`config.mk`:
```
export PLATFORM = sky130hd
export DESIGN_NAME = fwh_write_target
export DESIGN_NICKNAME = d
export VERILOG_FILES = /design/src/rtl/fwh_write_target.sv
export SDC_FILE = /design/constraint.sdc
export NUM_CORES = 1
export LEC_CHECK = 0
export CAP_MARGIN = 25
export CORE_ASPECT_RATIO = 1.75
export CORE_MARGIN = 1.5
export CORE_UTILIZATION = 37
export CTS_BUF_LIST = sky130_fd_sc_hd__clkbuf_8 sky130_fd_sc_hd__clkbuf_16
export DETAILED_ROUTE_END_ITERATION = 6
export PLACE_DENSITY = 0.66
export SLEW_MARGIN = 20
export SYNTH_ARGS = -nofsm -noshare
export SYNTH_HDL_FRONTEND = slang
export SYNTH_SLANG_ARGS = --single-unit
```
`constraint.sdc`:
```
create_clock -name clk -period 1.55 [get_ports clk]
set_input_delay 0.2325 -clock clk [delete_from_list [all_inputs] [get_ports clk]]
set_output_delay 0.2325 -clock clk [all_outputs]
set_load 0.05 [all_outputs]
```
`src/rtl/fwh_write_target.sv`:
```
module fwh_write_target #(
  parameter int         NIB          = 4,
  parameter int         ADDR_NIBBLES = 7,
  parameter int         DATA_NIBBLES = 2,
  parameter logic [3:0] START_WR     = 4'b1101,
  parameter logic [3:0] SIZE_ONE     = 4'b0000,
  parameter logic [3:0] SYNC_READY   = 4'b0000,
  parameter logic [3:0] TAR_LEVEL    = 4'b1111
) (
  input  logic                        clk,
  input  logic                        rst_n,
  input  logic                        frame_n,
  input  logic [NIB-1:0]              bus_in,
  input  logic [NIB-1:0]              id_strap,
  output logic [NIB-1:0]              bus_out,
  output logic                        bus_oe,
  output logic                        wr_stb,
  output logic [NIB*ADDR_NIBBLES-1:0] wr_addr,
  output logic [NIB*DATA_NIBBLES-1:0] wr_data
);

  localparam int AW   = NIB * ADDR_NIBBLES;
  localparam int DW   = NIB * DATA_NIBBLES;
  localparam int MAXN = (ADDR_NIBBLES > DATA_NIBBLES) ? ADDR_NIBBLES : DATA_NIBBLES;
  localparam int CW   = $clog2(MAXN + 1);

  typedef enum logic [3:0] {
    S_IDLE, S_SEL, S_ADDR, S_SIZE, S_DATA, S_HTAR, S_DTAR, S_SYNC, S_REL
  } state_t;

  state_t        state;
  logic          start_ok;
  logic [CW-1:0] cnt;
  logic [AW-1:0] addr_q;
  logic [DW-1:0] data_q;
  logic          drive_phase;

  always_ff @(posedge clk or negedge rst_n) begin
    if (!rst_n) begin
      state    <= S_IDLE;
      start_ok <= 1'b0;
      cnt      <= '0;
      addr_q   <= '0;
      data_q   <= '0;
    end else if (!frame_n) begin
      state    <= S_SEL;
      start_ok <= (bus_in == START_WR);
      cnt      <= '0;
    end else begin
      case (state)
        S_SEL: begin
          cnt   <= '0;
          state <= (start_ok && bus_in == id_strap) ? S_ADDR : S_IDLE;
        end
        S_ADDR: begin
          addr_q <= {addr_q[AW-NIB-1:0], bus_in};
          if (cnt == CW'(ADDR_NIBBLES - 1)) begin
            cnt   <= '0;
            state <= S_SIZE;
          end else begin
            cnt <= cnt + 1'b1;
          end
        end
        S_SIZE:
          state <= (bus_in == SIZE_ONE) ? S_DATA : S_IDLE;
        S_DATA: begin
          data_q <= {bus_in, data_q[DW-1:NIB]};
          if (cnt == CW'(DATA_NIBBLES - 1)) begin
            cnt   <= '0;
            state <= S_HTAR;
          end else begin
            cnt <= cnt + 1'b1;
          end
        end
        S_HTAR:  state <= S_DTAR;
        S_DTAR:  state <= S_SYNC;
        S_SYNC:  state <= S_REL;
        S_REL:   state <= S_IDLE;
        default: state <= S_IDLE;
      endcase
    end
  end

  assign drive_phase = (state == S_DTAR) || (state == S_SYNC) || (state == S_REL);
  assign bus_oe      = frame_n && drive_phase;
  assign bus_out     = (state == S_SYNC) ? SYNC_READY : TAR_LEVEL;
  assign wr_stb      = frame_n && (state == S_SYNC);
  assign wr_addr     = addr_q;
  assign wr_data     = data_q;

endmodule


```
==> out/qor.csv <==
stage;metric;value;unit
final_layout;fillers;434;
power_and_ir_drop;Static Leakage;0.00159;uW
synthesis;Synth area leader;dfrtp_1;
setup_path;CP startpoint kind;flip-flop;
synthesis;Synthesized Nets;157;
power_and_ir_drop;combinational power share;6.0;%
setup_path;delay-heaviest family, CP;simple AND/OR/NAND/NOR gates;
routing;vias per std cell;4.85;
cts;CTS tree;built;
synthesis;Yosys reg bits;44;
cts;Clock Path Buffers;2;
setup_path;Req. time, crit path;1770;ps
placed_design;Port Buffers;52;
synthesis;Synth Cell Area;2040;um^2
setup_path;Crit. End Element;flip-flop;
power_and_ir_drop;Pint;1740;uW
setup_path;Slowest-stage cell, CP;dfrtp_2;
hold_path;Min-Delay Path Class;in -> async;
die;initial core utilization;38.5;%
routing;antenna-violating nets left;0;
grt;total grt overflow;0;
timing;fmax;586;MHz
placed_design;Final HPWL DP;3300;um
power_and_ir_drop;pwr/cell area;711;nW/um^2
routing;initial drt markers;64;
timing;Slew headroom;75.9;%
setup_path;CP Max Fanout;5;
synthesis;post-synthesis cell count;146;
job;Max Cap Violations;0;
die;Die Wd;59.1;um
setup_path;Buf+Inv Stages, Crit Path;3;
setup_path;critical path's largest stage delay;430;ps
die;IO Pins;53;
timing;Final Hold Fails;0;
timing;Final min period;1710;ps
routing;vias after detailed routing;1489;
synthesis;Synth area leaders;dfrtp_1 54%, mux2_4 15%, mux2_2 9.4%, nor4b_4 2.3%, xor2_1 2.1%;
final_layout;area occupied by multi-input gates;978;um^2
synthesis;Synth top cells by count;44 x dfrtp_1, 20 x mux2_4, 17 x mux2_2, 8 x nor2_1;
grt;first-pass GRT wire length;7740;um
final_layout;fin nets;243;
cts;clock sink count;44;
final_layout;antenna cells;0;
timing;Final setup viols;39;
synthesis;Yosys top cell area share;54.0;%
grt;largest net degree at the start of global routing;32;
routing;DR WL/cell;15.3;um
cts;Root Driver;clkbuf_8;
synthesis;EDFF count, synth;0;
setup_path;path type of the worst setup path;reg -> reg;
routing;Pre-antenna DRT Iters;4;
cts;Clk Latency, worst-skew pair;300;ps
synthesis;Mean Syn Cell Area;14.0;um^2
synthesis;Top FF cell, synth;dfrtp_1;
setup_path;CP arrival;1930;ps
final_layout;Cell Count, Final, Fillers Out;307;
grt;M3 GR Usage;3.70;%
routing;drt drc;0;
die;core area;5300;um^2
final_layout;Register Area;1100;um^2
timing;clock skew;6.33;ps
power_and_ir_drop;Sequential Power Share;52.1;%
routing;Post-Route WL;4690;um
grt;number of global-route vias before repair;1595;
grt;GR Util All Layers;17.1;%
timing;final period utilization;110;%
grt;gr busiest metal;met2;
synthesis;FFs w/ async S/R, synth;100;%
final_layout;Area growth syn-to-layout;52.7;%
grt;grt met1 use;20.0;%
timing;max-slew violation count;0;
timing;Worst Tran Pin Value;361;ps
power_and_ir_drop;Clk pwr share;41.9;%
cts;clock-pin slew on the worst setup and hold paths;80;ps
die;Die H;101;um
run_status;violated checks;setup timing;
timing;fin worst setup slack;-156;ps
final_layout;Finished Core Util;58.8;%
grt;initial antenna violation count;0;
power_and_ir_drop;maximum VDD drop;574;uV
placed_design;dpl cells;285;
cts;CTS HTree Levels;2;
power_and_ir_drop;sw frac;21.3;%
die;std cell rows;35;
final_layout;layout cells sized above 1;62.2;%
synthesis;sequential area share after synthesis;54.0;%
die;Die ar.;5980;um^2
run_status;status;complete, but fails checks;
cts;total CTS buffers;5;
timing;unrepaired setup endpoints after global routing;yes;
synthesis;count of cell types in the netlist;31;
power_and_ir_drop;P_sw;472;uW
synthesis;Yosys warning count;0;
grt;M2 GR Usage;30.3;%
placed_design;routability cong.;0.804;
synthesis;count leader, synth;dfrtp_1;
setup_path;crit-path cells;buf_12, nor4b_4, buf_4, buf_6, nor2_1, or3_1, o2bb2ai_2;
## metrics by stage
step	setup slack (ps)	total power, uW	setup TNS, ps	hold slack (ps)	cell area, um^2
2_1_floorplan	-97.0	1210	-1950	-63.1	2080
3_3_place_gp	-138	1290	-599	161	2740
6_report	-156	2210	-3110	380	3110
5_1_grt	-193	2310	-4990	420	3110
4_1_cts	-118	2230	-2590	381	3020
3_5_place_dp	-269	1300	-1070	168	2740
## cells in the final DEF (no fill, tap or decap), drive strengths merged
cell           Yosys  routed
a21oi              4       4
a221o              1       1
a22oi              1       1
a41oi              1       1
buf               10      79
bufinv             0       1
clkbuf             0       6
clkdlybuf4s50      0       8
clkinv             0       1
dfrtp             44      44
dlygate4sd2        0       1
dlygate4sd3        0       1
inv                2       2
mux2              37      37
mux2i              1       1
nand2              6       6
nand3              2       2
nand3b             1       1
nand4b             2       2
nor2               8       8
nor2b              2       2
nor3               2       2
nor4               2       2
nor4b              2       2
o21a               1       1
o21ai              5       5
o2bb2ai            1       1
o31ai              1       1
o41ai              2       2
or3                1       1
or3b               1       1
or4                1       1
xor2               5       5
## power by group through the flow
stage | Clock [uW] | Combinational [uW] | Sequential [uW]
after floorplan | 0 | 30.4 | 1180
after global placement | 0 | 117 | 1180
after detailed placement | 0 | 119 | 1180
after CTS | 952 | 124 | 1150
after global routing | 1010 | 146 | 1150
final | 927 | 133 | 1150
## worst paths after layout
path | start | end | slack, ps | depth (start not counted)
max | state[0] | cnt[2] | -160 | 7
min | rst_n | wr_addr[20] | 380 | 2
max reg2reg | state[0] | cnt[2] | -160 | 7
min reg2reg | start_ok | start_ok | 510 | 2
max in group asynchronous | rst_n | wr_data[2] | 690 | 3
min in group clk | start_ok | start_ok | 510 | 2
## sequential cells by signal (all words and copies together) (netlist names)
signal	count
start_ok	1
wr_data	8
cnt	3
state	4
wr_addr	28
## routing by layer
layer	routed length, um	part of all wire (%)
met1	1750	37
met2	2660	57
met3	187	4.0
met4	82	1.7
met5	0	0
## final cells by class
| type | instances | share of cell area [%] |
|---|---|---|
| well taps | 74 | 2.97 |
| multi-input cells | 90 | 31.4 |
| inverters | 2 | 0.241 |
| repair buffers | 89 | 26.0 |
| clock inverters | 2 | 1.25 |
| clock buffers | 6 | 2.65 |
| flip-flops and latches | 44 | 35.5 |
## cells by family after synthesis
group	share of synthesized area, %
buf+inv	3.93
xor+xnor	2.15
compound gates	5.52
simple gates	9.82
mux	24.6
flops	54.0
## repair_timing
action / CTS / global route
gates resized for setup: 22 / 15
hold endpoints to repair: 13 / 0
hold buffers: 1 / 0
pin swaps: 12 / 5
endpoints found under the setup margin: 21 / 41
cloned: 0 / 0
setup buffers: 10 / 3
Note: power is estimated with default switching activity, not from simulation.
